### config.mk
export PLATFORM = sky130hd
export DESIGN_NAME = conv_seq_scheduler
export DESIGN_NICKNAME = d
export VERILOG_FILES = /design/src/rtl/conv_seq_pkg.sv /design/src/rtl/conv_seq_datapath.sv /design/src/rtl/conv_seq_ctrl.sv /design/src/rtl/conv_seq_scheduler.sv
export SDC_FILE = /design/constraint.sdc
export NUM_CORES = 1
export LEC_CHECK = 0
export BUFFER_PORTS_ARGS = -buffer_cell sky130_fd_sc_hd__buf_4
export CELL_PAD_IN_SITES_DETAIL_PLACEMENT = 0
export CELL_PAD_IN_SITES_GLOBAL_PLACEMENT = 1
export CORE_MARGIN = 2
export CORE_UTILIZATION = 30
export CTS_BUF_LIST = sky130_fd_sc_hd__clkbuf_16
export DETAILED_ROUTE_END_ITERATION = 16
export GPL_ROUTABILITY_DRIVEN = 0
export PLACE_DENSITY_LB_ADDON = 0.1
export SLEW_MARGIN = 40
export SYNTH_ARGS = -nofsm -noshare
export SYNTH_HDL_FRONTEND = slang
export SYNTH_HIERARCHICAL = 1
export SYNTH_SLANG_ARGS = --single-unit
### constraint.sdc
create_clock -name clk -period 5.3 [get_ports clk]
set_input_delay 0 -clock clk [delete_from_list [all_inputs] [get_ports clk]]
set_output_delay 0 -clock clk [all_outputs]
set_load 0.03 [all_outputs]
### src/rtl/conv_seq_pkg.sv
package conv_seq_pkg;

  typedef enum logic [1:0] {
    S_IDLE  = 2'd0,
    S_RUN   = 2'd1,
    S_SLEEP = 2'd2
  } seqState_e;

  // strobes issued by the control to the datapath, one cycle each
  typedef struct packed {
    logic loadCfg;
    logic tickInc;
    logic stageEnd;
    logic nextStage;
    logic delayClr;
    logic delayInc;
  } dpCmd_t;

  // log2 of the decimation multiplier relative to 64
  function automatic logic [1:0] decimShift(input logic [1:0] sel);
    case (sel)
      2'd0:    return 2'd0;
      2'd1:    return 2'd1;
      default: return 2'd2;
    endcase
  endfunction

endpackage

### src/rtl/conv_seq_datapath.sv
module conv_seq_datapath
  import conv_seq_pkg::*;
#(
  parameter int SAMPLE_TICKS     = 12,
  parameter int DELAY_STEP_TICKS = 200000,
  parameter int STAGE_W          = 4,
  parameter int NUM_STAGES       = 12,
  parameter int DATA_W           = 16
) (
  input  logic               clk,
  input  logic               rstN,
  input  dpCmd_t             cmd,
  input  logic [STAGE_W-1:0] lastStageIn,
  input  logic [1:0]         decimSelIn,
  input  logic               lowPowerIn,
  input  logic [1:0]         delayCodeIn,
  input  logic [DATA_W-1:0]  dataIn,
  output logic               tickLast,
  output logic               stageLast,
  output logic               delayLast,
  output logic               lpCfg,
  output logic [STAGE_W-1:0] stageIdx,
  output logic [DATA_W-1:0]  result
);

  localparam int TICK_W = $clog2(SAMPLE_TICKS * 256 + 1);
  localparam int DLY_W  = $clog2(DELAY_STEP_TICKS * 4 + 1);
  localparam logic [STAGE_W-1:0] MAX_LAST = STAGE_W'(NUM_STAGES - 1);

  logic [STAGE_W-1:0] lastCfg;
  logic [1:0]         decimCfg;
  logic [1:0]         delayCfg;
  logic [TICK_W-1:0]  tickCnt;
  logic [DLY_W-1:0]   dlyCnt;
  logic [TICK_W-1:0]  lenTab [4];
  logic [DLY_W-1:0]   dlyTab [4];
  logic [STAGE_W-1:0] lastClamped;

  // per-code stage and sleep lengths
  for (genvar g = 0; g < 4; g++) begin : g_tab
    assign lenTab[g] = TICK_W'(SAMPLE_TICKS * 64) << decimShift(2'(g));
    assign dlyTab[g] = DLY_W'(DELAY_STEP_TICKS * (g + 1));
  end

  assign lastClamped = (lastStageIn > MAX_LAST) ? MAX_LAST : lastStageIn;

  always_ff @(posedge clk) begin
    if (!rstN) begin
      lastCfg  <= '0;
      decimCfg <= '0;
      lpCfg    <= 1'b0;
      delayCfg <= '0;
    end else if (cmd.loadCfg) begin
      lastCfg  <= lastClamped;
      decimCfg <= decimSelIn;
      lpCfg    <= lowPowerIn;
      delayCfg <= delayCodeIn;
    end
  end

  always_ff @(posedge clk) begin
    if (!rstN) begin
      tickCnt <= '0;
    end else if (cmd.loadCfg || cmd.stageEnd) begin
      tickCnt <= '0;
    end else if (cmd.tickInc) begin
      tickCnt <= tickCnt + 1'b1;
    end
  end

  always_ff @(posedge clk) begin
    if (!rstN) begin
      stageIdx <= '0;
    end else if (cmd.loadCfg) begin
      stageIdx <= '0;
    end else if (cmd.nextStage) begin
      stageIdx <= stageIdx + 1'b1;
    end
  end

  always_ff @(posedge clk) begin
    if (!rstN) begin
      dlyCnt <= '0;
    end else if (cmd.delayClr) begin
      dlyCnt <= '0;
    end else if (cmd.delayInc) begin
      dlyCnt <= dlyCnt + 1'b1;
    end
  end

  always_ff @(posedge clk) begin
    if (!rstN) begin
      result <= '0;
    end else if (cmd.stageEnd) begin
      result <= dataIn;
    end
  end

  assign tickLast  = (tickCnt == lenTab[decimCfg] - 1'b1);
  assign stageLast = (stageIdx == lastCfg);
  assign delayLast = (dlyCnt == dlyTab[delayCfg] - 1'b1);

  // the stage index never passes the clamped maximum
  p_idx_bound_r2: assert property (@(posedge clk) disable iff (!rstN)
    stageIdx <= MAX_LAST);

  // the stage timer stays inside the selected stage length
  p_tick_range_r3: assert property (@(posedge clk) disable iff (!rstN)
    tickCnt < lenTab[decimCfg]);

endmodule

### src/rtl/conv_seq_ctrl.sv
module conv_seq_ctrl
  import conv_seq_pkg::*;
(
  input  logic   clk,
  input  logic   rstN,
  input  logic   enable,
  input  logic   tickEn,
  input  logic   tickLast,
  input  logic   stageLast,
  input  logic   delayLast,
  input  logic   lpCfg,
  output dpCmd_t cmd,
  output logic   stageStart,
  output logic   stageDone,
  output logic   seqDone,
  output logic   busy
);

  seqState_e state, stateNxt;
  logic startNxt, doneNxt, seqNxt;

  always_comb begin
    cmd      = '0;
    stateNxt = state;
    startNxt = 1'b0;
    doneNxt  = 1'b0;
    seqNxt   = 1'b0;
    unique case (state)
      S_IDLE: begin
        if (enable) begin
          cmd.loadCfg = 1'b1;
          startNxt    = 1'b1;
          stateNxt    = S_RUN;
        end
      end
      S_RUN: begin
        if (tickEn) begin
          if (tickLast) begin
            cmd.stageEnd = 1'b1;
            doneNxt      = 1'b1;
            if (stageLast) begin
              seqNxt = 1'b1;
              if (lpCfg) begin
                cmd.delayClr = 1'b1;
                stateNxt     = S_SLEEP;
              end else if (enable) begin
                cmd.loadCfg = 1'b1;
                startNxt    = 1'b1;
              end else begin
                stateNxt = S_IDLE;
              end
            end else begin
              cmd.nextStage = 1'b1;
              startNxt      = 1'b1;
            end
          end else begin
            cmd.tickInc = 1'b1;
          end
        end
      end
      S_SLEEP: begin
        if (tickEn) begin
          if (delayLast) begin
            if (enable) begin
              cmd.loadCfg = 1'b1;
              startNxt    = 1'b1;
              stateNxt    = S_RUN;
            end else begin
              stateNxt = S_IDLE;
            end
          end else begin
            cmd.delayInc = 1'b1;
          end
        end
      end
      default: stateNxt = S_IDLE;
    endcase
  end

  always_ff @(posedge clk) begin
    if (!rstN) begin
      state      <= S_IDLE;
      stageStart <= 1'b0;
      stageDone  <= 1'b0;
      seqDone    <= 1'b0;
    end else begin
      state      <= stateNxt;
      stageStart <= startNxt;
      stageDone  <= doneNxt;
      seqDone    <= seqNxt;
    end
  end

  assign busy = (state == S_RUN);

  // a sequence end is always also a stage end
  p_seq_with_stage_r9: assert property (@(posedge clk) disable iff (!rstN)
    seqDone |-> stageDone);

  // still converting after a sequence end means a new one has begun
  p_back_to_back_r4: assert property (@(posedge clk) disable iff (!rstN)
    (seqDone && busy) |-> stageStart);

endmodule

### src/rtl/conv_seq_scheduler.sv
module conv_seq_scheduler
  import conv_seq_pkg::*;
#(
  parameter int SAMPLE_TICKS     = 12,
  parameter int DELAY_STEP_TICKS = 200000,
  parameter int NUM_STAGES       = 12
) (
  input  logic        clk,
  input  logic        rstN,
  input  logic        enable,
  input  logic        tickEn,
  input  logic [3:0]  lastStage,
  input  logic [1:0]  decimSel,
  input  logic        lowPower,
  input  logic [1:0]  delayCode,
  input  logic [15:0] dataIn,
  output logic [3:0]  stageIdx,
  output logic        stageStart,
  output logic        stageDone,
  output logic        seqDone,
  output logic        busy,
  output logic [15:0] result
);

  dpCmd_t cmd;
  logic   tickLast, stageLast, delayLast, lpCfg;

  conv_seq_ctrl u_ctrl (
    .clk        (clk),
    .rstN       (rstN),
    .enable     (enable),
    .tickEn     (tickEn),
    .tickLast   (tickLast),
    .stageLast  (stageLast),
    .delayLast  (delayLast),
    .lpCfg      (lpCfg),
    .cmd        (cmd),
    .stageStart (stageStart),
    .stageDone  (stageDone),
    .seqDone    (seqDone),
    .busy       (busy)
  );

  conv_seq_datapath #(
    .SAMPLE_TICKS     (SAMPLE_TICKS),
    .DELAY_STEP_TICKS (DELAY_STEP_TICKS),
    .STAGE_W          (4),
    .NUM_STAGES       (NUM_STAGES),
    .DATA_W           (16)
  ) u_dp (
    .clk         (clk),
    .rstN        (rstN),
    .cmd         (cmd),
    .lastStageIn (lastStage),
    .decimSelIn  (decimSel),
    .lowPowerIn  (lowPower),
    .delayCodeIn (delayCode),
    .dataIn      (dataIn),
    .tickLast    (tickLast),
    .stageLast   (stageLast),
    .delayLast   (delayLast),
    .lpCfg       (lpCfg),
    .stageIdx    (stageIdx),
    .result      (result)
  );

  // the result register moves only with a stage-end strobe
  p_result_hold_r7: assert property (@(posedge clk) disable iff (!rstN)
    !stageDone |-> $stable(result));

  // a converting cycle with no tick leaves the stage index alone
  p_tick_freeze_r10: assert property (@(posedge clk) disable iff (!rstN)
    (busy && !tickEn) |=> $stable(stageIdx));

  // each stage entry either restarts at zero or steps by one
  p_idx_step_r8: assert property (@(posedge clk) disable iff (!rstN)
    stageStart |-> (stageIdx == 4'd0 || stageIdx == 4'($past(stageIdx) + 1)));

endmodule

# Word level (Yosys, flattened, before mapping)
# Cells that the tools add are included.
# totals
register_bits	66
input_bits	29
# op_classes
magnitude_cmp	3
eq_ne	12
muxes	40
n_reduce_logical	8
n_addsub	5
n_bitwise	3
# ops
operator	count
20-bit binary-select mux with 2-bit select	1
20-bit two-way mux	2
12-bit binary-select mux with 2-bit select	1
12-bit two-way mux	2
20-bit by 1-bit adder with 20-bit output (second input constant)	1
20-bit equality test	1
20-bit by 1-bit subtractor with 20-bit output (second input constant)	1
1-bit two-way mux	19
2-bit two-way mux	8
12-bit by 1-bit adder with 12-bit output (second input constant)	1
12-bit equality test	1
12-bit by 1-bit subtractor with 12-bit output (second input constant)	1
4-bit two-way mux	2
2-bit != test (second input constant)	4
7-bit AND reduction	1
3-bit greater-or-equal comparator (second input constant)	2
2-bit inverter with 3-bit output	2
1-bit case mux with 3 select lines	2
2-bit case mux with 3 select lines	1
2-bit OR reduction	3
5-bit two-way mux	1
4-bit by 1-bit adder with 4-bit output (second input constant)	1
4-bit equality test	1
4-bit > comparator (second input constant)	1
other kinds (10)	11

# Longest topological paths before layout
# Gate-level depths: netlist (run 1).
# depth
word_depth	11
ltp_mapped	13
ltp_nobuf	12

# By module
# The synthesis (run 1) kept the hierarchy.
# by_module_without_submodules
module	cells_per_inst	n_inst	area_each_um2
conv_seq_datapath	305	1	2859.0
conv_seq_ctrl	28	1	270.3

# Worst setup path after synthesis (run 1)
# OpenSTA, ideal clock, no wires.
# synth_path
path_kind	register to register
start	reg u_dp.delayCfg[1]
end	reg u_dp.tickCnt[10]
required_time_ps	5172
arrival_ps	2883
setup_ps	128
setup_slack_ps	2290
stages_incl_launch_ff	14
cell_sequence	dfxtp_1 > inv_1 > ha_1 > xor2_1 > nand4_1 > or4_1 > a2111oi_2 > nand2_1 > a21oi_1 > o21a_1 > nand2b_1 > or2_2 > clkbuf_1 > nor2_1
# synth_lines
element	line_no	rtl
start: declaration	conv_seq_datapath.sv:32	logic [1:0] delayCfg;
start signal: assignment	conv_seq_datapath.sv:57	delayCfg <= delayCodeIn;
end signal: assignment	conv_seq_datapath.sv:67	tickCnt <= tickCnt + 1'b1;
end: declaration	conv_seq_datapath.sv:33	logic [TICK_W-1:0] tickCnt;

==> results of run 1 <==
[worst paths after layout]
path	from	to	slack, ps	cells past startpoint
hold / removal	rstN	u_ctrl/state[1]	70	2
hold reg to reg	u_dp/dlyCnt[5]	u_dp/dlyCnt[5]	500	2
setup / recovery	u_dp/delayCfg[1]	u_dp/tickCnt[11]	1710	12
setup reg to reg	u_dp/delayCfg[1]	u_dp/tickCnt[11]	1710	12
[through the flow]
step	std cells	util, %
after global routing	551	41.18
final	551	41.18
after detailed placement	509	35.53
after floorplan	333	-
after CTS	551	41.18
after global placement	509	35.53
[power by group through the flow]
stage	sequential, uW	combinational, uW	clock, uW
2_1_floorplan	519	37.1	0
3_3_place_gp	519	67.0	0
3_5_place_dp	519	67.4	0
4_1_cts	508	83.4	651
5_1_grt	509	90.7	672
6_report	508	82.0	633
[final cells by class]
type	count	area, um^2
fillers	1063	6018
repair buffers	79	658.1
clock buffers	9	225.2
inverters	6	22.52
well taps	136	170.2
flip-flops and latches	66	1321
clock inverters	7	92.59
multi-input cells	248	1723
[synthesized netlist by cell type (3+ instances only)]
master | count | area share, %
inv_1 | 5 | 0.60
or3_1 | 6 | 1.2
nor3_1 | 5 | 0.80
clkbuf_1 | 8 | 0.96
o21a_1 | 3 | 0.72
and2_1 | 3 | 0.60
a31o_2 | 3 | 0.84
nor3b_1 | 3 | 0.72
o21ai_0 | 8 | 1.3
xor2_1 | 23 | 6.4
nand4_1 | 11 | 2.2
dfxtp_1 | 66 | 42
nor4_1 | 5 | 1.0
nand3_1 | 8 | 1.3
nand2_1 | 15 | 1.8
ha_1 | 7 | 2.8
nor2b_1 | 24 | 4.8
nand2b_1 | 3 | 0.60
xnor2_1 | 11 | 3.1
nor2_1 | 35 | 4.2
and3_1 | 4 | 0.80
a21oi_1 | 16 | 2.6
mux2i_1 | 26 | 8.3
and4_1 | 3 | 0.84
[worst max-delay path, delay by kind of cell (launching register included)]
kind                     cells  cell delay [ps]
AND/OR/NAND/NOR              6             1430
AO/OA/AOI/OAI                3             1090
flip-flops                   1              450
adder cells (fa/ha/maj)      1              260
XOR/XNOR                     1              150
buffers and inverters        1              100
[sequential cells by signal, indices dropped and copies added (netlist names)]
| name | flops |
|---|---|
| u_dp/result | 16 |
| u_ctrl/state | 2 |
| u_dp/delayCfg | 2 |
| u_dp/tickCnt | 12 |
| u_dp/lpCfg | 1 |
| u_dp/dlyCnt | 20 |
| u_dp/decimCfg | 2 |
| u_ctrl/seqDone | 1 |
| u_ctrl/stageStart | 1 |
| u_dp/lastCfg | 4 |
| u_dp/stageIdx | 4 |
| u_ctrl/stageDone | 1 |
[cell families (layout without fill, tap and decap cells)]
family,after synthesis,count (layout),synth area share [%]
buffers and inverters,19,101,2.719
adder cells (fa/ha/maj),7,7,2.799
multiplexers,26,26,8.317
flip-flops,66,66,42.22
AND/OR/NAND/NOR,144,144,27.03
AO/OA/AOI/OAI,37,37,7.397
XOR/XNOR,34,34,9.516
[repair_timing]
| action | 4_1_cts | 5_1_grt |
|---|---|---|
| setup buffers | 0 | 0 |
| hold buffers | 26 | 0 |
| hold endpoints to repair | 24 | 0 |
[layer usage]
layer	GRT usage, %	vias up	part of all wire (%)	routed length, um
met5	0	-	0	0
met4	4.229	0	1.4	97
met3	5.028	7	4.3	306
met2	21.57	40	47	3355
met1	17.33	1215	48	3401
li1	-	1320	-	-
==> out/results.ini, run 1 <==
[status]
status = finished, final reports clean

[routing]
ant_nets = 0
wl_per_cell_um = 12.99
drt-total-wl_um = 7160
dr.pass1.iters = 6
drt_iter0_markers = 57
vias = 2582
drc = 0
drt-vias-per-instance = 4.686

[clocking]
clk_pin_slew_ps = 50
cts_tree = done
clock_latency_ps = 330
clock_path_buffers = 2
cts.sinks = 66
numCtsBuffers = 9
cts-root-buf = clkbuf_16
h-tree-depth = 3
cts_resized = 0

[power]
clock_power_share_pct = 51.7
fin_total_pwr_uw = 1223
p_leak_uw = 0.001637
netSwitchingFraction_pct = 21.53
combinationalPowerShare_pct = 6.7
intPower_uw = 959.9
power_switching_uw = 263.4
cellPowerDensity_nw_per_um2 = 290.4
irDropWorstVdd_uv = 192.1
power_frac_seq_pct = 41.6

[logic_synthesis]
yosys.cell_types.count = 51
synth-edff-count = 0
avgSynthCellArea_um2 = 9.397
synth_fp_nets = 369
syn_area_um2 = 3129
synth_flop_cell = dfxtp_1
ys_async_sr_fraction_pct = 0
ys_ff_latch = 66
synth_cells = 333
ys_seq_area_share_pct = 42.22
yosysWarnings = 6

[floorplan]
num_rows = 37
die_x_um = 106.1
design.die.area_um2 = 11260
io_pins = 53
die_y_um = 106.1
coreArea_um2 = 10230
initial_core_util_pct = 30.59

[layout]
mostFrequentLayoutCell = dfxtp_1
area_delta_synth_final_pct = 34.63
finalInstanceArea_um2 = 4213
layout_common_cells = 66 x dfxtp_1, 53 x buf_4, 35 x nor2_1
n_antenna_cell = 0
nets = 446
drive_gt1_share_pct = 19.76

[setup_path]
crit_fanout = 13
critPathKind = reg -> reg
crit_required_ps = 5510
cp_data_arrival_time_ps = 3800
startpoint_type = flop
cp_slowest_cell = o21a_1
end_kind = flop
path_cells = inv_1, ha_1, xor2_1, nand4_1, or4_1, a2111oi_2, nand2_1, a21oi_1, o21a_1, nand2b_1, or2_2, nor2_1
max_stage_delay_ps = 570

[grt]
grt_pass1_wl_um = 12120
overflow = 0
antenna_found_initial = 0
gr-usage-all-layers_pct = 13.66
grt_pass1_vias = 2486
grt_max_degree = 34

[timing]
setup_violations = 0
setup_ws_ps = 1709
fin_skew_ps = 7.641
hold_viol = 0
hold_ws_ps = 67.99
finalSetupTns_ps = 0
tightest_slew_ps = 617.6
rsz0062_at_grt = false
clock.fmax_mhz = 278.5
drv_slew = 0
finalCritPeriodShare_pct = 67.75
relSlewSlack_pct = 58.83
period_minus_slack_ps = 3591

[run]
maxCapViolCount = 0

[place]
place_area_um2 = 3635
place.port_buffers = 52
dp_hpwl_um = 4904
pre_cts_ws_ps = 1662

[min_path]
hold_path.class = in -> reg

No activity file was read; power rests on OpenSTA's default activity.
==> run 2, diff against run 1 <==
- clock period: 5.3 -> 3.1 ns (I/O delays scaled with it)
==> run 2 against run 1 <==
Net effect: clock-buffer cell count unchanged; cell count increased by 2.7%; largest cell class unchanged; sequential cell count is the same; via count grew 1.6%; cell area up 3.4%; non-clock buffer count increased by 15; critical path depth is 1 lower.
==> out/results.ini, run 2 (same netlist as run 1, synthesis figures left out) <==
[clocking]
numCtsBuffers = 9  ; unchanged
clk_pin_slew_ps = 60  ; about the same
h-tree-depth = 3  ; unchanged
cts_tree = done
cts-root-buf = clkbuf_16
clock_path_buffers = 2  ; unchanged
post_cts_buffers = 0  ; unchanged
clock_latency_ps = 330  ; about the same
cts.sinks = 66  ; unchanged

[routing]
dr.pass1.iters = 4  ; -2
met3_length_um = 214  ; -30%
wl_per_cell_um = 13.01  ; about the same
drt-vias-per-instance = 4.634  ; -1.1%
ant_nets = 0  ; unchanged
drc = 0  ; unchanged
wl_met2_um = 3508  ; +4.6%
wl_met1_um = 3525  ; +3.6%
vias = 2623  ; +1.6%
drt_iter0_markers = 90  ; +58%
drt-total-wl_um = 7362  ; +2.8%
topRoutingLayerUsed = met4

[timing]
finalCritPeriodShare_pct = 93.26  ; +26 points
period_minus_slack_ps = 2891  ; -699.8 ps
hold_viol = 0  ; unchanged
relSlewSlack_pct = 78.33  ; +20 points
setup_violations = 0  ; unchanged
finalSetupTns_ps = 0  ; unchanged
rsz0062_at_grt = false
drv_slew = 0  ; unchanged
fin_skew_ps = 8.068  ; +0.4271 ps
clock.fmax_mhz = 345.9  ; +24%
tightest_slew_ps = 322.0  ; -295.5 ps

[layout]
mostFrequentLayoutCell = buf_4
nets = 461  ; +3.4%
n_antenna_cell = 0  ; unchanged
fin_cells = 566  ; +2.7%
drive_gt1_share_pct = 23.26  ; +3.5 points
area_delta_synth_final_pct = 39.18
layout_common_cells = 67 x buf_4, 65 x dfxtp_1, 35 x nor2_1
largestRegisters = u_dp/dlyCnt x20, u_dp/result x16, u_dp/tickCnt x12
largest_reg_flops = 20  ; unchanged
top_register = u_dp/dlyCnt

[floorplan]
design.die.area_um2 = 11260  ; unchanged
die_y_um = 106.1  ; unchanged
num_rows = 37  ; unchanged
io_pins = 53  ; unchanged
initial_core_util_pct = 30.59  ; unchanged
coreArea_um2 = 10230  ; unchanged
die_x_um = 106.1  ; unchanged

[setup_path]
path_common_cell = a21oi_1
endpoint = u_dp/dlyCnt[15]
max_stage_delay_ps = 420  ; -150 ps
critPathLaunch = u_dp/delayCfg[1]
path_cells = inv_1, ha_1, nand3b_1, a21oi_1, a2bb2oi_1, a2111oi_2, and4bb_4, nand4_4, or3_4, or3_1, a21oi_1
r2r_slack_ps = 210  ; -1500 ps
startpoint_type = flop
crit_fanout = 6  ; -7
cp_slowest_cell = and4bb_4
cp_data_arrival_time_ps = 3150  ; -650 ps
rr_startpoint = u_dp/delayCfg[1]
end_kind = flop
crit_required_ps = 3360  ; -2150 ps
r2r_cells = 11  ; -1
critPathKind = reg -> reg
r2r-end = u_dp/dlyCnt[15]

[grt]
overflow = 0  ; unchanged
grt_pass1_vias = 2444  ; -1.7%
antenna_found_initial = 0  ; unchanged
gr-usage-all-layers_pct = 13.55  ; -0.11 points
grt_max_degree = 34  ; unchanged
grt_pass1_wl_um = 12000  ; -1.0%

[place]
dp.cells = 524  ; +2.9%
dp_hpwl_um = 5116  ; +4.3%
place.port_buffers = 52  ; unchanged

[power]
cellPowerDensity_nw_per_um2 = 482.3  ; +66%
p_leak_uw = 0.001726  ; +5.4%
fin_total_pwr_uw = 2101  ; +72%
irDropWorstVdd_uv = 217.9  ; +13%

[min_path]
min-delay-start = rstN
hold_path.class = in -> reg

[status]
status = finished, final reports clean

[run]
maxCapViolCount = 0  ; unchanged

run 2: how the worst min path moves through the flow:
stage	cells past startpoint	end	slack (ps)
detailed placement	3	u_dp/result[0]	270
finish	2	u_ctrl/state[0]	70
CTS	2	u_ctrl/state[0]	60
floorplan	1	u_ctrl/state[1]	120
global placement	3	u_dp/result[10]	260
global route	2	u_ctrl/state[1]	70
run 2: cell type report:
class | instances | area [um^2]
clock inverter | 7 | 93.84
tap | 136 | 170.2
timing repair buffer | 94 | 774.5
fill | 1031 | 5876
inverter | 6 | 22.52
sequential | 66 | 1323
clock buffer | 9 | 225.2
multi-input combinational | 248 | 1747
run 2: routing by layer:
metal,track usage [%],up-vias
li1,-,1352
met1,17.54,1230
met2,21.15,31
met3,3.495,10
met4,6.109,0
met5,0,-
run 2: timing repair:
item	4_1_cts	5_1_grt
hold buffers	26	0
gates resized for setup	0	7
endpoints found under the hold margin	24	0
setup endpoints to repair	0	28
run 2: worst max-delay path, delay by kind of cell, from the launching register on:
kind | cells | cell delay, ps
AND/OR/NAND/NOR | 5 | 1440
AO/OA/AOI/OAI | 4 | 570
flip-flops | 1 | 400
adder cells (fa/ha/maj) | 1 | 320
buffers and inverters | 1 | 80
run 2: stage by stage:
step	cell area (um^2)	setup slack [ps]	hold slack [ps]	utilization, %
detailed placement	3747	63.57	266.4	36.63
global placement	3747	51.85	256.5	36.63
floorplan	3129	89.88	117.5	-
CTS	4327	33.01	57.73	42.29
finish	4355	209.1	66.66	42.57
global route	4355	6.743	73.85	42.57
run 2: report_power, final:
part / leakage [uW] / total, uW / internal (uW) / switching, uW
clock network: 0.000153 / 1080 / 702 / 380
logic: 0.00104 / 150 / 87.7 / 62.5
registers: 0.000534 / 869 / 859 / 10.1
total: 0.00173 / 2100 / 1650 / 452
